### config.mk
export PLATFORM = sky130hd
export DESIGN_NAME = vol_atten
export DESIGN_NICKNAME = d
export VERILOG_FILES = /design/src/rtl/vol_pkg.sv /design/src/rtl/vol_bank.sv /design/src/rtl/vol_gain.sv /design/src/rtl/vol_mult.sv /design/src/rtl/vol_atten.sv
export SDC_FILE = /design/constraint.sdc
export NUM_CORES = 1
export LEC_CHECK = 0
export ABC_AREA = 1
export BUFFER_PORTS_ARGS = -buffer_cell sky130_fd_sc_hd__clkbuf_2
export CELL_PAD_IN_SITES_DETAIL_PLACEMENT = 2
export CELL_PAD_IN_SITES_GLOBAL_PLACEMENT = 2
export CORE_ASPECT_RATIO = 1.1
export CORE_UTILIZATION = 41
export CTS_CLUSTER_DIAMETER = 150
export DETAILED_ROUTE_END_ITERATION = 8
export GPL_ROUTABILITY_DRIVEN = 0
export PLACE_DENSITY_LB_ADDON = 0.12
export SLEW_MARGIN = 25
export SYNTH_ARGS = -nofsm -noshare
export SYNTH_HDL_FRONTEND = slang
export SYNTH_SLANG_ARGS = --single-unit
export TNS_END_PERCENT = 5
### constraint.sdc
create_clock -name clk -period 13.38 [get_ports clk]
set_clock_uncertainty 0.05 [all_clocks]
set_input_delay 2.007 -clock clk [delete_from_list [all_inputs] [get_ports clk]]
set_output_delay 2.007 -clock clk [all_outputs]
set_load 0.005 [all_outputs]
### src/rtl/vol_pkg.sv
package vol_pkg;

    localparam int GAIN_W    = 16;
    localparam int GAIN_FRAC = 15;
    localparam int MANT_IDXW = 4;

    // round(32768 * 10^(-0.375*i/20)) for i = 0..15
    function automatic logic [GAIN_W-1:0] mant_lookup(input logic [MANT_IDXW-1:0] idx);
        logic [GAIN_W-1:0] m;
        case (idx)
            4'd0:    m = 16'd32768;
            4'd1:    m = 16'd31383;
            4'd2:    m = 16'd30057;
            4'd3:    m = 16'd28787;
            4'd4:    m = 16'd27571;
            4'd5:    m = 16'd26406;
            4'd6:    m = 16'd25290;
            4'd7:    m = 16'd24221;
            4'd8:    m = 16'd23198;
            4'd9:    m = 16'd22218;
            4'd10:   m = 16'd21279;
            4'd11:   m = 16'd20380;
            4'd12:   m = 16'd19519;
            4'd13:   m = 16'd18694;
            4'd14:   m = 16'd17904;
            default: m = 16'd17147;
        endcase
        return m;
    endfunction

endpackage

### src/rtl/vol_bank.sv
module vol_bank #(
    parameter int              NCH  = 8,
    parameter int              KW   = 8,
    parameter int              AW   = 8,
    parameter logic [AW-1:0]   BASE = 8'h06,
    localparam int             CHW  = $clog2(NCH)
) (
    input  logic           clk,
    input  logic           rst_n,
    input  logic           we,
    input  logic [AW-1:0]  addr,
    input  logic [KW-1:0]  wdata,
    input  logic [CHW-1:0] rd_ch,
    output logic [KW-1:0]  rd_k
);

    logic [NCH-1:0][KW-1:0] bank_d, bank_q;
    logic [AW-1:0]          offset;
    logic [NCH-1:0]         sel;

    assign offset = addr - BASE;

    for (genvar c = 0; c < NCH; c++) begin : g_sel
        assign sel[c] = we && (offset == AW'(c));
    end

    always_comb begin
        bank_d = bank_q;
        for (int c = 0; c < NCH; c++) begin
            if (sel[c]) begin
                bank_d[c] = wdata;
            end
        end
    end

    always_ff @(posedge clk) begin
        if (!rst_n) begin
            bank_q <= '0;
        end else begin
            bank_q <= bank_d;
        end
    end

    assign rd_k = bank_q[rd_ch];

    // an address outside the channel window leaves every code alone
    assert_foreign_addr_R7: assert property (@(posedge clk) disable iff (!rst_n)
        (!we || (addr < BASE) || (addr >= BASE + AW'(NCH))) |=> $stable(bank_q));

    // a write inside the window lands in the addressed channel
    assert_write_lands_R7: assert property (@(posedge clk) disable iff (!rst_n)
        (we && (addr >= BASE) && (addr < BASE + AW'(NCH)))
        |=> (bank_q[$past(offset[CHW-1:0])] == $past(wdata)));

endmodule

### src/rtl/vol_gain.sv
module vol_gain #(
    parameter int KW = 8,
    parameter int GW = vol_pkg::GAIN_W,
    localparam int IW  = vol_pkg::MANT_IDXW,
    localparam int SHW = KW - IW
) (
    input  logic [KW-1:0] k,
    output logic [GW-1:0] g
);

    logic [IW-1:0]  idx;
    logic [SHW-1:0] sh;
    logic [GW-1:0]  mant;

    always_comb begin
        idx  = k[IW-1:0];
        sh   = k[KW-1:IW];
        mant = GW'(vol_pkg::mant_lookup(idx));
        if (k == '1) begin
            g = '0;
        end else begin
            g = mant >> sh;
        end
    end

endmodule

### src/rtl/vol_mult.sv
module vol_mult #(
    parameter int SW   = 24,
    parameter int GW   = vol_pkg::GAIN_W,
    parameter int FRAC = vol_pkg::GAIN_FRAC,
    parameter int CHW  = 3,
    localparam int PW  = SW + GW + 1
) (
    input  logic                 clk,
    input  logic                 rst_n,
    input  logic                 v_i,
    input  logic [CHW-1:0]       ch_i,
    input  logic signed [SW-1:0] x_i,
    input  logic [GW-1:0]        g_i,
    output logic                 v_o,
    output logic [CHW-1:0]       ch_o,
    output logic signed [SW-1:0] y_o
);

    localparam logic signed [PW-1:0] HALF = PW'(1) <<< (FRAC - 1);
    localparam logic signed [PW-1:0] MAXV = PW'((64'd1 << (SW - 1)) - 64'd1);
    localparam logic signed [PW-1:0] MINV = -MAXV - PW'(1);
    localparam logic [GW-1:0]        UNITY = GW'(1) << FRAC;

    typedef struct packed {
        logic                 v;
        logic [CHW-1:0]       ch;
        logic signed [SW-1:0] y;
    } out_t;

    out_t out_d, out_q;
    logic signed [PW-1:0] xe, ge, prod, scaled;

    always_comb begin
        xe     = PW'(x_i);
        ge     = $signed(PW'(g_i));
        prod   = xe * ge;
        scaled = (prod + HALF) >>> FRAC;
        out_d    = out_q;
        out_d.v  = v_i;
        if (v_i) begin
            out_d.ch = ch_i;
            if (scaled > MAXV) begin
                out_d.y = MAXV[SW-1:0];
            end else if (scaled < MINV) begin
                out_d.y = MINV[SW-1:0];
            end else begin
                out_d.y = scaled[SW-1:0];
            end
        end
    end

    always_ff @(posedge clk) begin
        if (!rst_n) begin
            out_q <= '0;
        end else begin
            out_q <= out_d;
        end
    end

    assign v_o  = out_q.v;
    assign ch_o = out_q.ch;
    assign y_o  = out_q.y;

    // valid and channel follow the stage input by one edge
    assert_valid_follow_R2: assert property (@(posedge clk) disable iff (!rst_n)
        v_i |=> (v_o && ch_o == $past(ch_i)));
    assert_no_spurious_R2: assert property (@(posedge clk) disable iff (!rst_n)
        !v_i |=> !v_o);

    // a zero gain gives a zero sample
    assert_mute_zero_R5: assert property (@(posedge clk) disable iff (!rst_n)
        (v_i && g_i == '0) |=> (y_o == '0));

    // a unity gain passes the sample unchanged
    assert_unity_pass_R4: assert property (@(posedge clk) disable iff (!rst_n)
        (v_i && g_i == UNITY) |=> (y_o == $past(x_i)));

    // the magnitude never grows and the sign never flips
    assert_magnitude_R9: assert property (@(posedge clk) disable iff (!rst_n)
        (v_i && g_i <= UNITY) |=>
        (($past(x_i) >= 0) ? (y_o >= 0 && y_o <= $past(x_i))
                           : (y_o <= 0 && y_o >= $past(x_i))));

endmodule

### src/rtl/vol_atten.sv
module vol_atten #(
    parameter int            NCH  = 8,
    parameter int            SW   = 24,
    parameter int            KW   = 8,
    parameter int            AW   = 8,
    parameter logic [AW-1:0] BASE = 8'h06,
    localparam int           CHW  = $clog2(NCH),
    localparam int           GW   = vol_pkg::GAIN_W
) (
    input  logic                 clk,
    input  logic                 rst_n,
    input  logic                 cfg_we,
    input  logic [AW-1:0]        cfg_addr,
    input  logic [KW-1:0]        cfg_wdata,
    input  logic                 in_valid,
    input  logic [CHW-1:0]       in_ch,
    input  logic signed [SW-1:0] in_sample,
    output logic                 out_valid,
    output logic [CHW-1:0]       out_ch,
    output logic signed [SW-1:0] out_sample
);

    typedef struct packed {
        logic                 v;
        logic [CHW-1:0]       ch;
        logic signed [SW-1:0] x;
        logic [GW-1:0]        g;
    } front_t;

    front_t front_d, front_q;
    logic [KW-1:0] cur_k;
    logic [GW-1:0] cur_g;

    vol_bank #(.NCH(NCH), .KW(KW), .AW(AW), .BASE(BASE)) bank_i (
        .clk   (clk),
        .rst_n (rst_n),
        .we    (cfg_we),
        .addr  (cfg_addr),
        .wdata (cfg_wdata),
        .rd_ch (in_ch),
        .rd_k  (cur_k)
    );

    vol_gain #(.KW(KW), .GW(GW)) gain_i (
        .k (cur_k),
        .g (cur_g)
    );

    // The code is latched with the sample, so a write in the same cycle
    // only affects later samples.
    always_comb begin
        front_d   = front_q;
        front_d.v = in_valid;
        if (in_valid) begin
            front_d.ch = in_ch;
            front_d.x  = in_sample;
            front_d.g  = cur_g;
        end
    end

    always_ff @(posedge clk) begin
        if (!rst_n) begin
            front_q <= '0;
        end else begin
            front_q <= front_d;
        end
    end

    vol_mult #(.SW(SW), .GW(GW), .FRAC(vol_pkg::GAIN_FRAC), .CHW(CHW)) mult_i (
        .clk   (clk),
        .rst_n (rst_n),
        .v_i   (front_q.v),
        .ch_i  (front_q.ch),
        .x_i   (front_q.x),
        .g_i   (front_q.g),
        .v_o   (out_valid),
        .ch_o  (out_ch),
        .y_o   (out_sample)
    );

    // first stage captures valid, channel and sample on the entry edge
    assert_entry_capture_R2: assert property (@(posedge clk) disable iff (!rst_n)
        in_valid |=> (front_q.v && front_q.ch == $past(in_ch) && front_q.x == $past(in_sample)));

    // a write to the entering channel does not reach the latched gain
    assert_old_code_R8: assert property (@(posedge clk) disable iff (!rst_n)
        (in_valid && cfg_we && cfg_addr == BASE + AW'(in_ch)) |=> (front_q.g == $past(cur_g)));

endmodule

==> flow_metrics.py <==
metrics = {
    "run_status": {
        "status": "completed",
    },
    "synth": {
        "synthArstFlopShare_pct": 0,
        "ys.flop_type": "dfxtp_1",
        "synth_edf_count": 0,
        "ys_seq_area_share_pct": 12.3,
        "yosys_warnings": 0,
        "synth_nets": 3605,
        "avgSynthCellArea_sq_um": 7.25,
        "syn-cell-area_sq_um": 22200,
        "syn_inst": 3056,
        "synth_seq_cells": 136,
        "ys_types": 45,
    },
    "floorplan": {
        "io_pins": 75,
        "coreArea_sq_um": 53600,
        "die_x_microns": 224,
        "die_h_microns": 246,
        "num_rows": 89,
        "initial_core_util_pct": 41.4,
        "dieArea_sq_um": 55000,
    },
    "finish": {
        "n_antenna_cell": 0,
        "area_delta_synth_final_pct": 6.20,
        "fin_area_sq_um": 23500,
        "drive_gt1_share_pct": 5.96,
        "final_util_pct": 44.0,
        "nets": 3571,
        "final-seq-area_sq_um": 2720,
        "final_common_cell": "inv_1",
        "final_cell_mix": "858 x inv_1, 702 x nand2_1, 376 x fa_1",
        "fill_cells": 6322,
        "multi_input_area_sq_um": 15500,
    },
    "sta": {
        "slew_headroom_pct": 29.5,
        "fmax_mhz": 136,
        "fin_crit_ns": 7.37,
        "tns_ns": 0,
        "fin_hold_ws_ns": 0.393,
        "report.final.slew_viol_count": 0,
        "tightestPinTransition_ns": 1.06,
        "finalHoldViolCount": 0,
        "setup_violations": 0,
        "period_share_pct": 55.1,
        "rsz0062_at_grt": "false",
    },
    "clock_network": {
        "cts_tree": "yes",
        "post-cts-setup-buffers": 0,
        "cts_buffer_depth": 2,
        "ctsHoldBuffers": 0,
        "post_cts_resized": 0,
        "clock_latency_ns": 0.49,
        "cts_made_buffers": 17,
        "path_clk_slew_ns": 0.07,
        "cts_sinks": 136,
        "htreeDepth": 4,
        "root_buffer": "clkbuf_16",
    },
    "critical_path": {
        "crit_chain": "nand2_1 > fa_1 > fa_1 > inv_1 > fa_1 > fa_1 > fa_1 > inv_1 > fa_1 > inv_1 > ha_1 > nand2_1 > nor2_1 > nand2_1 > nor4_1 > nand2_1 > nand2_1 > nand2_1 > nand2_1 > nand2_1 > a21oi_4 > a21oi_1",
        "path_class": "reg2reg",
        "crit_arrival_ns": 7.63,
        "r2r_slack_ns": 6.01,
        "critical_path.max_stage_delay_ns": 0.73,
        "critPathBufInv": 3,
        "cpMaxStageDelayCell": "fa_1",
        "cp_top_family": "adder cells",
        "crit_required_ns": 13.65,
        "start_kind": "flop",
        "crit_path_max_fanout": 23,
        "critPathMostFrequentCell": "nand2_1",
        "endpoint_kind": "flop",
    },
    "global_route": {
        "antenna_found_initial": 1,
        "grt_pass1_wl_microns": 127000,
        "gr-total-overflow": 0,
        "grt_max_degree": 97,
        "grt_pass1_vias": 22931,
        "grt_use_total_pct": 30.3,
    },
    "drt": {
        "drt_wl_total_microns": 79700,
        "post_drt_wl_per_cell_microns": 21.2,
        "ant_nets": 0,
        "drc": 0,
        "first_pass_iters": 5,
        "drt-vias-per-instance": 5.17,
        "dr_total_vias": 19439,
        "first_iter_violations": 776,
    },
    "worst_hold_path": {
        "min_path_type": "reg2reg",
    },
    "power_and_ir_drop": {
        "power_density_nw_per_um2": 99.5,
        "vdd_ir_drop_max_uv": 97.6,
        "p_leak_nw": 13.8,
    },
    "placement": {
        "dp_hpwl_microns": 64100,
        "port_buffers": 74,
        "placed_cell_area_sq_um": 22900,
    },
    "flow_run": {
        "maxCapViolations": 0,
    },
}
-- area by class of cell --
type	instances	share of cell area, %
Clock buffer	17	1.81
Multi-Input combinational cell	1907	65.8
Tap cell	728	3.87
Clock inverter	15	0.813
Timing Repair Buffer	97	2.32
Sequential cell	136	11.6
Inverter	863	13.8
-- registers in the layout, indices dropped and copies added (netlist names) --
signal and cells:
mult_i.y_o 24, mult_i.ch_o 3, bank_i.bank_q 64, front_q 44
mult_i.v_o 1
-- per-layer routing --
layer	GRT usage, %	share of wire (%)
met5	0	0
met4	9.47	2.8
met3	3.12	2.8
met2	57.0	53
met1	35.9	41
-- metrics by stage --
stage	std cells	total power, mW	worst slack, ns
2_1_floorplan	3056	1.36	7.16
3_3_place_gp	3731	1.75	6.44
3_5_place_dp	3731	1.83	5.95
4_1_cts	3763	2.37	5.96
5_1_grt	3763	2.52	5.52
6_report	3763	2.34	6.01
-- worst paths after layout --
path	start	end	cells after the start
worst min register to register	bank_i.bank_q[38]	bank_i.bank_q[38]	2
worst max-delay path	front_q[39]	mult_i.y_o[12]	22
worst min-delay path	bank_i.bank_q[38]	bank_i.bank_q[38]	2
worst max register to register	front_q[39]	mult_i.y_o[12]	22
-- power breakdown --
part           total [mW]  internal [mW]  switching (mW)
clock               0.514          0.255           0.259
combinational        1.35          0.439           0.909
sequential          0.482          0.430          0.0516
total                2.34           1.12            1.22
-- logic make-up after synthesis --
kind of cell	after synthesis	share of synthesized area [%]
AO/OA/AOI/OAI	351	8.66
XOR/XNOR	28	1.11
adder cells (fa/ha/maj)	502	41.1
buffers and inverters	1013	17.8
flip-flops	136	12.3
AND/OR/NAND/NOR	1026	19.1
-- cells in the mapped netlist, drive strengths merged, types with 2 or more instances --
cell | count | area [sq um]
nand3 | 159 | 871
fa | 376 | 7530
xnor2 | 10 | 87.6
nor3 | 11 | 55.1
nor2 | 130 | 503
nor4 | 2 | 12.5
o211ai | 6 | 50.1
a21oi | 162 | 863
clkbuf | 123 | 462
inv | 863 | 3250
o21bai | 5 | 41.3
buf | 27 | 236
o21a | 2 | 15.0
nand2 | 716 | 2730
a211oi | 2 | 15.0
xor2 | 18 | 158
a31oi | 4 | 25.0
ha | 126 | 1580
dfxtp | 136 | 2720
nand3b | 2 | 15.0
nand4 | 6 | 43.8
o21ai | 156 | 785
a21o | 11 | 82.6
-- worst reg2reg max path, stage by stage (launching register included) --
cell	delay, ns
dfxtp_1	0.70
nand2_1	0.26
fa_1	0.69
fa_1	0.73
inv_1	0.24
fa_1	0.52
fa_1	0.57
fa_1	0.55
inv_1	0.06
fa_1	0.48
inv_1	0.05
ha_1	0.37
nand2_1	0.13
nor2_1	0.20
nand2_1	0.11
nor4_1	0.19
nand2_1	0.14
nand2_1	0.10
nand2_1	0.06
nand2_1	0.10
nand2_1	0.10
a21oi_4	0.63
a21oi_1	0.17
(Power assumes the default switching activity.)
